**src/rtl/txtport_pkg.sv**
```systemverilog
package txtport_pkg;
  // Kind of bus access seen by the decoder in one cycle.
  typedef enum logic [1:0] {
    ACC_NONE = 2'd0,
    ACC_CHAR = 2'd1,
    ACC_COL  = 2'd2,
    ACC_ROW  = 2'd3
  } acc_kind_e;
endpackage

```
**src/rtl/txtport_decode.sv**
```systemverilog
module txtport_decode
  import txtport_pkg::*;
#(
  parameter int AW        = 16,
  parameter int PORT_W    = 8,
  parameter logic [PORT_W-1:0] PORT_CHAR = 8'h90,
  parameter logic [PORT_W-1:0] PORT_COL  = 8'h91,
  parameter logic [PORT_W-1:0] PORT_ROW  = 8'h92
) (
  input  logic          io_req,
  input  logic          mem_req,
  input  logic          wr_stb,
  input  logic [AW-1:0] bus_addr,
  output acc_kind_e     kind
);
  logic              qual;
  logic [PORT_W-1:0] port_no;

  // An I/O write cycle: memory request must be idle.
  assign qual    = io_req & wr_stb & ~mem_req;
  assign port_no = bus_addr[PORT_W-1:0];

  always_comb begin
    kind = ACC_NONE;
    if (qual) begin
      if (port_no == PORT_CHAR)     kind = ACC_CHAR;
      else if (port_no == PORT_COL) kind = ACC_COL;
      else if (port_no == PORT_ROW) kind = ACC_ROW;
    end
  end
endmodule

```
**src/rtl/txtport_cursor.sv**
```systemverilog
module txtport_cursor
  import txtport_pkg::*;
#(
  parameter int COLS = 40,
  parameter int ROWS = 30,
  parameter int DW   = 8,
  localparam int XW  = $clog2(COLS),
  localparam int YW  = $clog2(ROWS)
) (
  input  logic          clk,
  input  logic          rst_n,
  input  acc_kind_e     kind,
  input  logic [DW-1:0] wdata,
  output logic [XW-1:0] col,
  output logic [YW-1:0] row
);
  localparam logic [XW-1:0] LAST_X = XW'(COLS - 1);
  localparam logic [YW-1:0] LAST_Y = YW'(ROWS - 1);

  logic [XW-1:0] col_load;
  logic [YW-1:0] row_load;

  // Out-of-range loads saturate to the last cell of the line or screen.
  assign col_load = (int'(wdata) >= COLS) ? LAST_X : wdata[XW-1:0];
  assign row_load = (int'(wdata) >= ROWS) ? LAST_Y : wdata[YW-1:0];

  always_ff @(posedge clk) begin
    if (!rst_n) begin
      col <= '0;
      row <= '0;
    end else begin
      unique case (kind)
        ACC_CHAR: begin
          if (col == LAST_X) begin
            col <= '0;
            row <= (row == LAST_Y) ? '0 : row + 1'b1;
          end else begin
            col <= col + 1'b1;
          end
        end
        ACC_COL: col <= col_load;
        ACC_ROW: row <= row_load;
        default: ;
      endcase
    end
  end
endmodule

```
**src/rtl/txtport_fbwrite.sv**
```systemverilog
module txtport_fbwrite
  import txtport_pkg::*;
#(
  parameter int COLS = 40,
  parameter int ROWS = 30,
  parameter int AW   = 16,
  parameter int DW   = 8,
  parameter logic [AW-1:0] BASE = 16'h4000,
  localparam int XW  = $clog2(COLS),
  localparam int YW  = $clog2(ROWS),
  localparam bit COLS_POW2 = (COLS == (1 << XW))
) (
  input  logic          clk,
  input  logic          rst_n,
  input  acc_kind_e     kind,
  input  logic [DW-1:0] wdata,
  input  logic [XW-1:0] col,
  input  logic [YW-1:0] row,
  output logic          we,
  output logic [AW-1:0] addr,
  output logic [DW-1:0] data
);
  logic [AW-1:0] line_off;
  logic [AW-1:0] cell_addr;

  // Start of the cursor line: a shift when the width is a power of two.
  generate
    if (COLS_POW2) begin : g_shift
      assign line_off = AW'(row) << XW;
    end else begin : g_mult
      assign line_off = AW'(row) * AW'(COLS);
    end
  endgenerate

  assign cell_addr = BASE + line_off + AW'(col);

  always_ff @(posedge clk) begin
    if (!rst_n) begin
      we   <= 1'b0;
      addr <= '0;
      data <= '0;
    end else begin
      we <= (kind == ACC_CHAR);
      if (kind == ACC_CHAR) begin
        addr <= cell_addr;
        data <= wdata;
      end
    end
  end
endmodule

```
**src/rtl/cursor_text_port.sv**
```systemverilog
module cursor_text_port
  import txtport_pkg::*;
#(
  parameter int COLS = 40,
  parameter int ROWS = 30,
  parameter int AW   = 16,
  parameter int DW   = 8,
  parameter logic [AW-1:0] BASE      = 16'h4000,
  parameter logic [7:0]    PORT_CHAR = 8'h90,
  parameter logic [7:0]    PORT_COL  = 8'h91,
  parameter logic [7:0]    PORT_ROW  = 8'h92,
  localparam int XW = $clog2(COLS),
  localparam int YW = $clog2(ROWS)
) (
  input  logic          clk,
  input  logic          rst_n,
  input  logic          io_req,
  input  logic          mem_req,
  input  logic          wr_stb,
  input  logic [AW-1:0] bus_addr,
  input  logic [DW-1:0] bus_wdata,
  output logic          fb_we,
  output logic [AW-1:0] fb_addr,
  output logic [DW-1:0] fb_data,
  output logic [XW-1:0] cur_col,
  output logic [YW-1:0] cur_row
);
  acc_kind_e kind;

  txtport_decode #(
    .AW(AW), .PORT_W(8),
    .PORT_CHAR(PORT_CHAR), .PORT_COL(PORT_COL), .PORT_ROW(PORT_ROW)
  ) u_decode (
    .io_req(io_req), .mem_req(mem_req), .wr_stb(wr_stb),
    .bus_addr(bus_addr), .kind(kind)
  );

  txtport_cursor #(.COLS(COLS), .ROWS(ROWS), .DW(DW)) u_cursor (
    .clk(clk), .rst_n(rst_n), .kind(kind), .wdata(bus_wdata),
    .col(cur_col), .row(cur_row)
  );

  txtport_fbwrite #(
    .COLS(COLS), .ROWS(ROWS), .AW(AW), .DW(DW), .BASE(BASE)
  ) u_fbwrite (
    .clk(clk), .rst_n(rst_n), .kind(kind), .wdata(bus_wdata),
    .col(cur_col), .row(cur_row),
    .we(fb_we), .addr(fb_addr), .data(fb_data)
  );
endmodule

```
**config.mk**
```make
export PLATFORM = sky130hd
export DESIGN_NAME = cursor_text_port
export DESIGN_NICKNAME = d
export VERILOG_FILES = /design/src/rtl/txtport_pkg.sv /design/src/rtl/txtport_decode.sv /design/src/rtl/txtport_cursor.sv /design/src/rtl/txtport_fbwrite.sv /design/src/rtl/cursor_text_port.sv
export SDC_FILE = /design/constraint.sdc
export NUM_CORES = 1
export LEC_CHECK = 0
export ABC_AREA = 0
export BUFFER_PORTS_ARGS = -buffer_cell sky130_fd_sc_hd__buf_4
export CORE_UTILIZATION = 43
export CTS_BUF_LIST = sky130_fd_sc_hd__clkbuf_8
export DETAILED_ROUTE_END_ITERATION = 7
export GPL_TIMING_DRIVEN = 0
export HOLD_SLACK_MARGIN = 0.06
export PLACE_DENSITY = 0.73
export SETUP_SLACK_MARGIN = 0.05
export SLEW_MARGIN = 20
export SYNTH_ARGS = -nofsm -noshare
export SYNTH_HDL_FRONTEND = slang
export SYNTH_SLANG_ARGS = --single-unit
```
**constraint.sdc**
```tcl
create_clock -name clk -period 4.45 [get_ports clk]
set_input_delay 0.2225 -clock clk [delete_from_list [all_inputs] [get_ports clk]]
set_output_delay 0.2225 -clock clk [all_outputs]
set_load 0.02 [all_outputs]
```
==> reports/metrics.yaml <==
status: "complete, but fails checks"
violations: "DRC"
maxSlewViolCount: 0
dp_slack_ps: 2010
grt_max_degree: 12
finalWorstSetupSlack_ps: 2060
wl_per_cell_um: 14.2
cts_max_path_buffers: 2
critical_path.max_fanout: 8
final_core_util_pct: 57.7
first_iter_violations: 105
initial_core_util_pct: 45.4
vdd_drop_max_mv: 0.192
post_cts_buffers: 0
grt_usage_pct: 20.6
clk_root_buffer_cell: "clkbuf_8"
synth-seq-area-share_pct: 32.8
fin_nets: 333
die_h_um: 70.5
gr-total-overflow: 0
clk_pin_slew_ps: 70
wl_met3_um: 288
syn_inst: 226
cts_hold_buffers: 0
cellInternalPower_mw: 0.420
crit_top_cell: "ha_1"
criticalPathCategory: "reg2reg"
cts_resized: 0
swShare_pct: 24.2
finalNonFillerCells: 340
hold_ws_ps: 199
num_rows: 24
power_density_nw_per_um2: 216
yosysTopAreaCellShare_pct: 32.8
gp_routability_congestion: 0.862
via_count: 1855
synth_cell_type_count: 59
crit_path_cell_trace: "ha_1 > ha_1 > fa_1 > nand2_1 > or2_0 > o41a_1 > a21oi_1"
avgSynthCellArea_um2: 8.92
seq_power_share_pct: 53.3
dpl_cell_area_um2: 2480
cp.arrival_ps: 2610
rrSetupSlack_ps: 2060
worstHoldPathCells: 3
dpl.cell_count: 332
timing.rr.start: "u_cursor.row[3]$_SDFFE_PN0P_"
antenna_cells: 0
finalCriticalPeriod_ps: 2390
synth.largest_area_cell: "dfxtp_1"
grt_pass1_vias: 1711
fp.coreArea_um2: 4440
die_x_um: 70.5
synth_warnings: 0
pwr-share-comb_pct: 6.2
dieArea_um2: 4970
path_delay_family: "adder cells"
setup_viol: 0
cp_num_buf_inv: 0
synth_area_leaders: "dfxtp_1 33%, ha_1 9.3%, mux2i_1 6.5%"
clock_sinks: 33
switchingPower_mw: 0.134
cts_made_buffers: 5
max_freq_ghz: 0.418
worst_path_max_delay_cell: "fa_1"
drtPass1Iterations: 6
finalCritPeriodShare_pct: 53.7
topRoutingLayerUsed: "met4"
synth-seq-cells: 33
critical_path.endpoint_type: "flop"
required_ps: 4670
rsz0062_at_grt: "false"
rr_worst_depth: 7
synth-edff-count: 0
finalPower_mw: 0.554
wl_met1_mm: 2.20
grt_pass1_wl_mm: 8.00
power.leakage_nw: 1.10
min_from: "bus_wdata[5]"
area_delta_synth_final_pct: 27.2
hold_viol: 0
cts_tree: "yes"
wl_mm: 4.82
postRouteAntennaNets: 0
hp-class: "in2reg"
timing.setup.tns_ps: 0
start_kind: "flop"
async_flop_share_pct: 0
grt_antenna_before_repair: 0
finClkSkew_ps: 5.23
syn_area_um2: 2020
drive_gt1_share_pct: 27.8
rr_endpoint: "u_fbwrite.addr[10]$_SDFFE_PN0P_"
route.met2.wl_mm: 2.26
dp_hpwl_mm: 3.58
port-buffer-count: 52
io_pins: 65
h-tree-depth: 2
min_to: "u_fbwrite.data[5]$_SDFFE_PN0P_"
ys.flop_type: "dfxtp_1"
clock_power_share_pct: 40.5
max_cap_violations: 0
critPathMaxStageDelay_ps: 550
route.detailed.drc: 8
vias_per_cell: 5.46
fin_area_um2: 2570
clkLatencyLatePin_ps: 290
## sequential cells by signal (all words and copies together) (netlist names)
register        count
u_fbwrite.addr     13
u_cursor.row        5
u_fbwrite.we        1
u_cursor.col        6
u_fbwrite.data      8
## cell families (layout without fill, tap and decap cells)
kind of cell / after synthesis / after routing / synth area share, %
AND/OR/NAND/NOR: 73 / 73 / 19.9
flip-flops: 33 / 33 / 32.8
XOR/XNOR: 6 / 6 / 3.29
adder cells (fa/ha/maj): 17 / 17 / 11.3
buffers and inverters: 29 / 89 / 7.51
other: 1 / 3 / 0.186
AO/OA/AOI/OAI: 54 / 54 / 18.6
multiplexers: 13 / 13 / 6.45
## layout make-up
| type | instances | area (um^2) |
|---|---|---|
| Tap cell | 52 | 65.1 |
| Inverter | 12 | 45.0 |
| Sequential cell | 33 | 661 |
| Multi-Input combinational cell | 166 | 1210 |
| Clock inverter | 3 | 17.5 |
| Fill cell | 413 | 1880 |
| Buffer | 17 | 106 |
| Clock buffer | 5 | 68.8 |
| Timing Repair Buffer | 52 | 390 |
## cell usage after synthesis (4+ instances only)
cell	number
nor3_1	5
mux2i_1	13
nor2_1	25
nand3_1	5
o21ai_0	10
buf_4	8
a21oi_1	14
clkbuf_1	4
nand3b_1	5
inv_1	11
a211oi_1	5
dfxtp_1	33
ha_1	15
nand2_1	9
## cell usage in the layout, fill, tap and decap left out, types with 2 or more instances in the layout
cell       n
a211oi_1   5
a21o_1     2
a21oi_1   14
a311oi_1   2
a31oi_1    3
and2_1     2
and4_1     3
buf_2      3
buf_4     60
clkbuf_1   4
clkbuf_8   5
clkinv_2   2
conb_1     3
dfxtp_1   33
fa_1       2
ha_1      15
inv_1     11
mux2i_1   13
nand2_1    9
nand2b_1   2
nand3_1    5
nand3b_1   5
nor2_1    25
nor2b_1    2
nor3_1     5
nor4bb_1   2
o211ai_1   3
o21ai_0   10
or2_2      2
xnor2_1    3
xor2_1     2
## worst min-delay path, delay by kind of cell
| kind | cells | cell delay, ps |
|---|---|---|
| multiplexers | 1 | 60 |
| buffers and inverters | 1 | 90 |
| AND/OR/NAND/NOR | 1 | 70 |
## power by group through the flow
stage | registers, mW | logic, mW | clock network (mW)
floorplan | 0.302 | 0.0136 | 0
global placement | 0.302 | 0.0340 | 0
detailed placement | 0.302 | 0.0340 | 0
CTS | 0.295 | 0.0341 | 0.229
global route | 0.295 | 0.0369 | 0.243
finish | 0.296 | 0.0341 | 0.224
## layer usage
layer	global-route usage (%)	vias up
met5	0	-
met4	8.16	0
met3	4.33	5
met2	32.8	57
met1	27.1	864
li1	-	929
## worst max-delay path by stage
stage / start / to / cells past startpoint
after floorplan: u_cursor.row[3]$_SDFFE_PN0P_ / u_fbwrite.addr[10]$_SDFFE_PN0P_ / 7
after global placement: bus_addr[3] / u_fbwrite.addr[5]$_SDFFE_PN0P_ / 10
after detailed placement: bus_addr[3] / u_fbwrite.data[0]$_SDFFE_PN0P_ / 10
after CTS: u_cursor.row[3]$_SDFFE_PN0P_ / u_fbwrite.addr[10]$_SDFFE_PN0P_ / 7
after global routing: u_cursor.row[3]$_SDFFE_PN0P_ / u_fbwrite.addr[10]$_SDFFE_PN0P_ / 7
final: u_cursor.row[3]$_SDFFE_PN0P_ / u_fbwrite.addr[10]$_SDFFE_PN0P_ / 7
No activity file was read; power rests on OpenSTA's default activity.
